File: src/rtl/serial_rx_pkg.sv
package serial_rx_pkg;

    typedef enum logic [2:0] {
        ST_IDLE,
        ST_START,
        ST_DATA,
        ST_PAR,
        ST_STOP
    } rx_state_e;

    typedef struct packed {
        logic done;
        logic brk;
        logic perr;
        logic ferr;
    } rx_event_t;

endpackage

File: src/rtl/serial_rx_linesel.sv
module serial_rx_linesel #(
    parameter int SYNC_STAGES = 2
) (
    input  logic clk,
    input  logic rst_n,
    input  logic rx_pin,
    input  logic tx_line,
    input  logic loopback,
    output logic line
);
    localparam int SW = (SYNC_STAGES < 2) ? 2 : SYNC_STAGES;

    logic [SW-1:0] sync_d, sync_q;
    logic          src;

    always_comb begin
        src    = loopback ? tx_line : rx_pin;
        sync_d = {sync_q[SW-2:0], src};
    end

    always_ff @(posedge clk or negedge rst_n) begin
        if (!rst_n) sync_q <= '1;
        else        sync_q <= sync_d;
    end

    assign line = sync_q[SW-1];

endmodule

File: src/rtl/serial_rx_deser.sv
module serial_rx_deser
    import serial_rx_pkg::*;
#(
    parameter int OVS      = 16,
    parameter int MAX_BITS = 8,
    parameter int MIN_BITS = 5,
    parameter int LEN_W    = 2
) (
    input  logic                clk,
    input  logic                rst_n,
    input  logic                tick,
    input  logic                line,
    input  logic [LEN_W-1:0]    cfg_len,
    input  logic                cfg_par_en,
    input  logic                cfg_par_odd,
    input  logic                cfg_two_stop,
    output rx_event_t           evt,
    output logic [MAX_BITS-1:0] evt_data
);
    localparam int CNT_W = $clog2(OVS);
    localparam int MID   = OVS / 2;
    localparam int IDX_W = $clog2(MAX_BITS);

    typedef struct packed {
        rx_state_e           st;
        logic [CNT_W-1:0]    cnt;
        logic [IDX_W-1:0]    idx;
        logic [MAX_BITS-1:0] sh;
        logic                prev;
        logic                par;
        logic                seen;
        logic                stop2;
        logic                serr;
        rx_event_t           evt;
        logic [MAX_BITS-1:0] data;
    } deser_t;

    deser_t           d, q;
    logic [IDX_W-1:0] last_bit;
    logic [IDX_W:0]   shamt;
    logic             bit_end;
    logic             any_one;

    always_comb begin
        last_bit = IDX_W'(MIN_BITS - 1 + int'(cfg_len));
        shamt    = (IDX_W+1)'(MAX_BITS - MIN_BITS - int'(cfg_len));
        bit_end  = (q.cnt == CNT_W'(OVS - 1));
        any_one  = q.seen | line;
        d        = q;
        d.evt    = '0;
        if (tick) begin
            d.prev = line;
            d.cnt  = q.cnt + 1'b1;
            unique case (q.st)
                ST_IDLE: begin
                    d.cnt = '0;
                    if (q.prev && !line) d.st = ST_START;
                end
                ST_START: begin
                    if (q.cnt == CNT_W'(MID - 1)) begin
                        d.cnt = '0;
                        if (line) begin
                            d.st = ST_IDLE;
                        end else begin
                            d.st    = ST_DATA;
                            d.idx   = '0;
                            d.par   = 1'b0;
                            d.seen  = 1'b0;
                            d.stop2 = 1'b0;
                            d.serr  = 1'b0;
                        end
                    end
                end
                ST_DATA: begin
                    if (bit_end) begin
                        d.cnt  = '0;
                        d.sh   = {line, q.sh[MAX_BITS-1:1]};
                        d.par  = q.par ^ line;
                        d.seen = any_one;
                        d.idx  = q.idx + 1'b1;
                        if (q.idx == last_bit) d.st = cfg_par_en ? ST_PAR : ST_STOP;
                    end
                end
                ST_PAR: begin
                    if (bit_end) begin
                        d.cnt  = '0;
                        d.par  = q.par ^ line;
                        d.seen = any_one;
                        d.st   = ST_STOP;
                    end
                end
                ST_STOP: begin
                    if (bit_end) begin
                        d.cnt = '0;
                        if (cfg_two_stop && !q.stop2) begin
                            d.stop2 = 1'b1;
                            d.serr  = !line;
                            d.seen  = any_one;
                        end else begin
                            d.st       = ST_IDLE;
                            d.evt.done = 1'b1;
                            d.evt.brk  = !any_one;
                            d.evt.ferr = q.serr | !line;
                            d.evt.perr = cfg_par_en && (q.par != cfg_par_odd) && any_one;
                            d.data     = q.sh >> shamt;
                        end
                    end
                end
                default: d.st = ST_IDLE;
            endcase
        end
    end

    always_ff @(posedge clk or negedge rst_n) begin
        if (!rst_n) begin
            q      <= '0;
            q.st   <= ST_IDLE;
            q.prev <= 1'b1;
        end else begin
            q <= d;
        end
    end

    assign evt      = q.evt;
    assign evt_data = q.data;

    // without a tick the sampler does not move
    a_r11_hold_without_tick: assert property (@(posedge clk) disable iff (!rst_n)
        !tick |=> ($stable(q.st) && $stable(q.cnt)));

    // a start bit found high again at its middle is dropped
    a_r3_glitch_dropped: assert property (@(posedge clk) disable iff (!rst_n)
        (q.st == ST_START && tick && q.cnt == CNT_W'(MID - 1) && line)
        |=> (q.st == ST_IDLE && !q.evt.done));

    // a break event always carries a frame error and never a parity error
    a_r8_break_is_frame_error: assert property (@(posedge clk) disable iff (!rst_n)
        (q.evt.done && q.evt.brk) |-> (q.evt.ferr && !q.evt.perr));

endmodule

File: src/rtl/serial_rx_hold.sv
module serial_rx_hold
    import serial_rx_pkg::*;
#(
    parameter int MAX_BITS = 8
) (
    input  logic                clk,
    input  logic                rst_n,
    input  rx_event_t           evt,
    input  logic [MAX_BITS-1:0] evt_data,
    input  logic                rd_byte,
    input  logic                rd_err,
    output logic [MAX_BITS-1:0] rx_byte,
    output logic                rx_ready,
    output logic                err_overrun,
    output logic                err_parity,
    output logic                err_frame,
    output logic                err_break
);
    typedef struct packed {
        logic [MAX_BITS-1:0] data;
        logic                rdy;
        logic                ovr;
        logic                par;
        logic                frm;
        logic                brk;
    } hold_t;

    hold_t d, q;
    logic  load;

    always_comb begin
        load  = evt.done && !evt.brk;
        d     = q;
        d.data = load ? evt_data : q.data;
        d.rdy  = load | (q.rdy & !rd_byte);
        d.ovr  = (load & q.rdy & !rd_byte) | (q.ovr & !rd_err);
        d.par  = (load & evt.perr) | (q.par & !rd_err);
        d.frm  = (evt.done & (evt.ferr | evt.brk)) | (q.frm & !rd_err);
        d.brk  = (evt.done & evt.brk) | (q.brk & !rd_err);
    end

    always_ff @(posedge clk or negedge rst_n) begin
        if (!rst_n) q <= '0;
        else        q <= d;
    end

    assign rx_byte     = q.data;
    assign rx_ready    = q.rdy;
    assign err_overrun = q.ovr;
    assign err_parity  = q.par;
    assign err_frame   = q.frm;
    assign err_break   = q.brk;

    // a completed byte is presented with the ready flag
    a_r2_byte_stored: assert property (@(posedge clk) disable iff (!rst_n)
        load |=> (q.rdy && q.data == $past(evt_data)));

    // a read with no new byte empties the holding register
    a_r4_read_clears: assert property (@(posedge clk) disable iff (!rst_n)
        (rd_byte && !evt.done) |=> !q.rdy);

    // an unread byte overwritten raises overrun
    a_r5_overrun_set: assert property (@(posedge clk) disable iff (!rst_n)
        (load && q.rdy && !rd_byte) |=> q.ovr);

    // flags survive until the error read
    a_r9_sticky_flags: assert property (@(posedge clk) disable iff (!rst_n)
        !rd_err |=> ((!$past(q.ovr) || q.ovr) && (!$past(q.par) || q.par) &&
                     (!$past(q.frm) || q.frm) && (!$past(q.brk) || q.brk)));

    // a break leaves the holding register untouched
    a_r8_break_no_store: assert property (@(posedge clk) disable iff (!rst_n)
        (evt.done && evt.brk) |=> $stable(q.data));

endmodule

File: src/rtl/serial_rx_engine.sv
module serial_rx_engine
    import serial_rx_pkg::*;
#(
    parameter int OVS         = 16,
    parameter int MAX_BITS    = 8,
    parameter int MIN_BITS    = 5,
    parameter int LEN_W       = 2,
    parameter int SYNC_STAGES = 2
) (
    input  logic                clk,
    input  logic                rst_n,
    input  logic                tick,
    input  logic                rx_pin,
    input  logic                tx_line,
    input  logic                loopback,
    input  logic [LEN_W-1:0]    cfg_len,
    input  logic                cfg_par_en,
    input  logic                cfg_par_odd,
    input  logic                cfg_two_stop,
    input  logic                rd_byte,
    input  logic                rd_err,
    output logic [MAX_BITS-1:0] rx_byte,
    output logic                rx_ready,
    output logic                err_overrun,
    output logic                err_parity,
    output logic                err_frame,
    output logic                err_break
);
    logic                line;
    rx_event_t           evt;
    logic [MAX_BITS-1:0] evt_data;

    serial_rx_linesel #(.SYNC_STAGES(SYNC_STAGES)) u_sel (
        .clk      (clk),
        .rst_n    (rst_n),
        .rx_pin   (rx_pin),
        .tx_line  (tx_line),
        .loopback (loopback),
        .line     (line)
    );

    serial_rx_deser #(
        .OVS(OVS), .MAX_BITS(MAX_BITS), .MIN_BITS(MIN_BITS), .LEN_W(LEN_W)
    ) u_deser (
        .clk          (clk),
        .rst_n        (rst_n),
        .tick         (tick),
        .line         (line),
        .cfg_len      (cfg_len),
        .cfg_par_en   (cfg_par_en),
        .cfg_par_odd  (cfg_par_odd),
        .cfg_two_stop (cfg_two_stop),
        .evt          (evt),
        .evt_data     (evt_data)
    );

    serial_rx_hold #(.MAX_BITS(MAX_BITS)) u_hold (
        .clk         (clk),
        .rst_n       (rst_n),
        .evt         (evt),
        .evt_data    (evt_data),
        .rd_byte     (rd_byte),
        .rd_err      (rd_err),
        .rx_byte     (rx_byte),
        .rx_ready    (rx_ready),
        .err_overrun (err_overrun),
        .err_parity  (err_parity),
        .err_frame   (err_frame),
        .err_break   (err_break)
    );

endmodule

File: config.mk
export PLATFORM = sky130hd
export DESIGN_NAME = serial_rx_engine
export DESIGN_NICKNAME = d
export VERILOG_FILES = /design/src/rtl/serial_rx_pkg.sv /design/src/rtl/serial_rx_linesel.sv /design/src/rtl/serial_rx_deser.sv /design/src/rtl/serial_rx_hold.sv /design/src/rtl/serial_rx_engine.sv
export SDC_FILE = /design/constraint.sdc
export NUM_CORES = 1
export LEC_CHECK = 0
export BUFFER_PORTS_ARGS = -buffer_cell sky130_fd_sc_hd__clkbuf_2
export CAP_MARGIN = 20
export CORE_UTILIZATION = 40
export CTS_BUF_LIST = sky130_fd_sc_hd__clkbuf_8
export DETAILED_ROUTE_END_ITERATION = 7
export GPL_ROUTABILITY_DRIVEN = 0
export PLACE_DENSITY = 0.56
export SLEW_MARGIN = 20
export SYNTH_ARGS = -nofsm -noshare
export SYNTH_HDL_FRONTEND = slang
export SYNTH_HIERARCHICAL = 1
export SYNTH_SLANG_ARGS = --single-unit
File: constraint.sdc
create_clock -name clk -period 5.3 [get_ports clk]
set_input_delay 0.265 -clock clk [delete_from_list [all_inputs] [get_ports clk]]
set_output_delay 0.265 -clock clk [all_outputs]
set_load 0.05 [all_outputs]
==> results_dict.tcl, run 1 <==
set metrics [dict create \
    grt_pass1_vias 1507 \
    ys_async_sr_fraction 1.000 \
    clock-sinks 50 \
    clk_pin_slew_ps 100 \
    final_cell_mix "dfrtp_1 (47), clkbuf_2 (25), o21ai_0 (18), nand2_1 (18), inv_1 (15)" \
    synth_cells 230 \
    crit_required_ps 5490 \
    viasPerCell 5.137 \
    maxSlewViolCount 0 \
    worst_pin_slew_ps 629.9 \
    cts_tree "yes" \
    p_total_uw 764.4 \
    h-tree-depth 2 \
    critPathCaptureType "flop" \
    die-area_um2 6663 \
    worstRegToRegCells 5 \
    rsz0062_at_grt "no" \
    final_common_cell "dfrtp_1" \
    slew_headroom 0.5788 \
    grt_max_degree 51 \
    synth-main-ff-cell "dfrtp_1" \
    ys_ff_latch 50 \
    initial_core_util 0.4209 \
    drt_iter0_markers 84 \
    routedWlPerCell_um 13.65 \
    synth_cell_type_count 50 \
    area_growth_pct 6.265 \
    start_kind "flop" \
    peakVddDrop_mv 0.1530 \
    crit_arrival_ps 2400 \
    finalSetupViolCount 0 \
    grt.total_usage 0.1418 \
    hold_viol 0 \
    wl_um 4299 \
    grt_antenna_before_repair 0 \
    coreArea_um2 6026 \
    fin_crit_ps 2207 \
    cts_buffers 5 \
    portBuffers 25 \
    clockBufferDepth 2 \
    syn_area_per_cell_um2 11.03 \
    drive_gt1_frac 0.2792 \
    wl_met3_um 183 \
    r2r_start "u_deser/q[28]$_DFFE_PN0P_" \
    hpwl_um 2922 \
    hold_buffers 0 \
    synth_edf_count 0 \
    post-cts-setup-buffer-count 0 \
    io_pins 26 \
    leakagePower_uw 0.001325 \
    met1_length_um 2186 \
    synth_area_um2 2536 \
    antenna_left 0 \
    diodes 0 \
    status "finished clean" \
    rows 28 \
    skew_ps 7.495 \
    synth_nets 245 \
    fp.dieW_um 81.63 \
    min_period_over_period 0.4165 \
    max_clock_freq_mhz 453.0 \
    hold_path.class "input port to async pin" \
    clk-insertion-delay-late_ps 300 \
    synth-seq-area-share 0.4948 \
    cts_resized 0 \
    critPathKind "flop to flop" \
    die_height_um 81.63 \
    highest_layer "met4" \
    dr_wl_met2_um 1862 \
    cts-root-buf "clkbuf_8" \
    cp-startpoint "u_deser/q[28]$_DFFE_PN0P_" \
    fin_tns_setup_ps 0 \
    max_cap_violations 0 \
    yosysWarningCount 6 \
    fin_nets 254 \
    grt_pass1_wl_um 7182 \
    pwr_density_cell_nw_per_um2 283.6 \
    drc 0 \
    vias 1618 \
    path_max_fanout 17 \
    first_pass_iters 4 \
    grt-ovfl-total 0 \
]
-- worst max-delay path, stage by stage (launching register included) --
cell     delay, ps
dfrtp_1        400
ha_1           230
and3_1         330
nand4_1        550
inv_1          240
mux2_2         350
-- cell families (layout without fill, tap and decap cells) --
group / count (synthesis) / after routing / share of synthesized area
AOI/OAI and AO/OA: 52 / 52 / 0.1307
DFF: 50 / 50 / 0.4948
buffers and inverters: 39 / 49 / 0.08534
muxes: 30 / 30 / 0.1450
xor gates and xnor gates: 3 / 3 / 0.01036
adders and majority gates: 2 / 2 / 0.009865
and+or+nand+nor: 54 / 54 / 0.1238
-- flip-flops by register name (all words and copies together) (netlist names) --
| register | cells |
|---|---|
| u_sel/sync_q | 2 |
| u_hold/err_overrun | 1 |
| u_hold/err_break | 1 |
| u_deser/evt_data | 8 |
| u_deser/q | 23 |
| u_hold/rx_byte | 8 |
| u_hold/err_parity | 1 |
| u_hold/err_frame | 1 |
| u_deser/evt | 4 |
| u_hold/rx_ready | 1 |
-- per-layer routing --
metal  track usage  vias to the layer above
li1              -                      814
met1        0.1947                      761
met2        0.2142                       36
met3       0.03778                        7
met4       0.05088                        0
met5             0                        -
-- cell usage after synthesis, types with 2 or more instances --
cell type,count,area (um2)
a22oi_1,2,15.01
mux2_2,14,157.7
dfstp_2,3,78.83
nor2b_1,2,12.51
clkbuf_1,3,11.26
mux2_4,10,150.1
o21ai_1,4,20.02
buf_6,2,22.52
nor3_1,2,10.01
ha_1,2,25.02
mux2i_1,6,60.06
o221ai_1,2,17.52
nand4_1,3,18.77
buf_2,5,25.02
a21o_1,2,15.01
inv_1,15,56.30
xnor2_1,2,17.52
nand3_1,4,20.02
o22ai_1,2,12.51
or3_1,2,12.51
o21ai_0,18,90.09
a22o_1,3,26.28
a21oi_1,8,40.04
nand2_1,18,67.56
nor2_1,7,26.28
nand2b_1,4,25.02
and3_1,4,25.02
dfrtp_1,47,1176
buf_4,13,97.59
-- through the flow --
| step | cells | cell area [um2] | hold slack (ps) | util | worst slack [ps] |
|---|---|---|---|---|---|
| after floorplan | 230 | 2536 | -30.59 | - | 3642 |
| after global placement | 307 | 2603 | 345.9 | 0.4319 | 3150 |
| after detailed placement | 307 | 2603 | 346.8 | 0.4319 | 3072 |
| after CTS | 315 | 2695 | 80.22 | 0.4473 | 3071 |
| after global routing | 315 | 2695 | 125.0 | 0.4473 | 2836 |
| final | 315 | 2695 | 53.19 | 0.4473 | 3093 |
-- layout make-up --
class	instances	area (um2)
multi-input cells	141	1065
clock buffers	5	68.82
fillers	572	3331
flip-flops and latches	50	1255
repair buffers	26	132.6
clock inverters	3	23.77
inverters	15	56.30
well taps	75	93.84
-- worst paths after layout --
check | slack (ps) | end
min reg2reg | 360 | u_sel/sync_q[1]$_DFF_PN1_
min in group clk | 190 | u_hold/err_overrun$_DFF_PN0_
max in group asynchronous | 4830 | u_deser/q[31]$_DFFE_PN0P_
max | 3090 | u_deser/evt_data[3]$_DFFE_PN0P_
max reg2reg | 3090 | u_deser/evt_data[3]$_DFFE_PN0P_
min | 50 | u_hold/err_frame$_DFF_PN0_
-- power breakdown --
group / internal, uW / total, uW / switching, uW
Sequential: 400 / 430 / 29.7
Combinational: 47.2 / 107 / 59.8
Clock: 94.6 / 228 / 133
Power figures use the tool's default switching activity.
==> run 2: changes to the inputs <==
--- a/config.mk
+++ b/config.mk
@@ -11,7 +11,7 @@
 export CTS_BUF_LIST = sky130_fd_sc_hd__clkbuf_8
 export DETAILED_ROUTE_END_ITERATION = 7
 export GPL_ROUTABILITY_DRIVEN = 0
-export PLACE_DENSITY = 0.56
+export PLACE_DENSITY = 0.58
 export SLEW_MARGIN = 20
 export SYNTH_ARGS = -nofsm -noshare
 export SYNTH_HDL_FRONTEND = slang
==> constraint.sdc (replaced) <==
create_clock -name clk -period 1.9 [get_ports clk]
set_input_delay 0.095 -clock clk [delete_from_list [all_inputs] [get_ports clk]]
set_output_delay 0.095 -clock clk [all_outputs]
set_load 0.05 [all_outputs]
==> results_dict.tcl, run 2 (same netlist as run 1, synthesis figures left out) <==
set metrics [dict create \
    status "finished clean" \
    final_cells 326 \
    worstHoldEndpoint "u_hold/err_overrun$_DFF_PN0_" \
    fin_nets 265 \
    grt_max_degree 22 \
    drc 0 \
    clock-sinks 50 \
    maxSlewViolCount 0 \
    hp-start "rd_err" \
    cts-root-buf "clkbuf_8" \
    clockBufferDepth 2 \
    initial_core_util 0.4209 \
    worstHoldPathCells 2 \
    area_growth_pct 10.11 \
    slew_headroom 0.6803 \
    coreArea_um2 6026 \
    die-area_um2 6663 \
    wl_um 4360 \
    portBuffers 25 \
    rsz0062_at_grt "no" \
    fp.dieW_um 81.63 \
    leakagePower_uw 0.001388 \
    hold_viol 0 \
    start_kind "flop" \
    io_pins 26 \
    die_height_um 81.63 \
    drive_gt1_frac 0.3147 \
    critPathKind "flop to flop" \
    r2r_setup_slack_ps 110 \
    antenna_left 0 \
    grt-ovfl-total 0 \
    rows 28 \
    pwr_density_cell_nw_per_um2 771.5 \
    clk-insertion-delay-late_ps 300 \
    dp.cells 313 \
    grt.total_usage 0.1417 \
    hpwl_um 3165 \
    r2r_start "u_deser/q[34]$_DFFE_PN0P_" \
    max_cap_violations 0 \
    min_period_over_period 0.9444 \
    diodes 0 \
    max_clock_freq_mhz 557.3 \
    grt_pass1_wl_um 7189 \
    fin_crit_ps 1794 \
    path_max_fanout 9 \
    routedWlPerCell_um 13.37 \
    largest_reg_flops 23 \
    viasPerCell 5.083 \
    grt_pass1_vias 1546 \
    clk_pin_slew_ps 90 \
    fillCellCount 566 \
    worst_pin_slew_ps 473.5 \
    crit_arrival_ps 2000 \
    fin_tns_setup_ps 0 \
    drt_iter0_markers 63 \
    crit_required_ps 2110 \
    finalSetupViolCount 0 \
    critPathCaptureType "flop" \
    grt_antenna_before_repair 0 \
    skew_ps 4.029 \
    h-tree-depth 2 \
    cts_buffers 5 \
    final_common_cell "dfrtp_1" \
    peakVddDrop_mv 0.3701 \
    rr_endpoint "u_deser/q[33]$_DFFE_PN0P_" \
    first_pass_iters 4 \
    worstRegToRegCells 5 \
    hold_path.class "input port to flop" \
    cp-startpoint "u_deser/q[34]$_DFFE_PN0P_" \
    cts_tree "yes" \
    final_cell_mix "dfrtp_1 (45), clkbuf_2 (25), o21ai_0 (18), nand2_1 (18), inv_1 (15)" \
    vias 1657 \
    top_register "u_deser/q" \
]
[run 2: final cells by class]
class,count,area (um2),area share
repair buffers,37,230.2,0.08244
clock buffers,5,68.82,0.02464
multi-input cells,141,1065,0.3813
flip-flops and latches,50,1257,0.4503
clock inverters,3,21.27,0.007616
inverters,15,56.30,0.02016
well taps,75,93.84,0.03360
[run 2: where the power goes]
| part | total, uW | internal (uW) | switching, uW |
|---|---|---|---|
| logic | 358 | 158 | 200 |
| registers | 1170 | 1120 | 57.9 |
| clock network | 623 | 259 | 363 |
[run 2: worst max path at each step]
stage,to,slack [ps],depth (start not counted)
after floorplan,u_deser/evt_data[3]$_DFFE_PN0P_,240,6
after global placement,u_deser/q[12]$_DFFE_PN0P_,110,4
after detailed placement,u_deser/q[12]$_DFFE_PN0P_,90,4
after CTS,u_deser/q[12]$_DFFE_PN0P_,80,4
after global routing,u_deser/q[12]$_DFFE_PN0P_,30,4
final,u_deser/q[33]$_DFFE_PN0P_,110,5
[run 2: worst max-delay path, stage by stage, from the launching register on]
cell and delay (ps):
dfrtp_2 460, or3b_1 420, nor4_4 350, buf_4 180, a22oi_1 70, a21oi_1 210
[run 2: what timing repair did]
action,in CTS,in global routing
endpoints found under the hold margin,11,0
endpoints found under the setup margin,0,2
hold buffers,1,0
gates resized for setup,0,2
buffers inserted,0,4
[run 2: per-stage QoR]
step	total power (uW)	worst slack (ps)	instance area, um2	hold WS, ps	util
floorplan	1450	242.3	2536	-200.6	-
global placement	1544	113.5	2660	61.59	0.4414
detailed placement	1548	92.64	2660	57.23	0.4414
CTS	2175	78.16	2760	12.48	0.4581
global route	2272	25.23	2793	21.05	0.4635
finish	2154	105.7	2793	17.35	0.4635
[run 2: layer usage]
layer | routed length [um] | GRT usage | part of all wire | vias up
met1 | 2241 | 0.1933 | 0.51 | 776
met5 | 0 | 0 | 0 | -
li1 | - | - | - | 844
met4 | 46 | 0.04737 | 0.011 | 0
met3 | 185 | 0.03444 | 0.042 | 4
met2 | 1886 | 0.2192 | 0.43 | 33
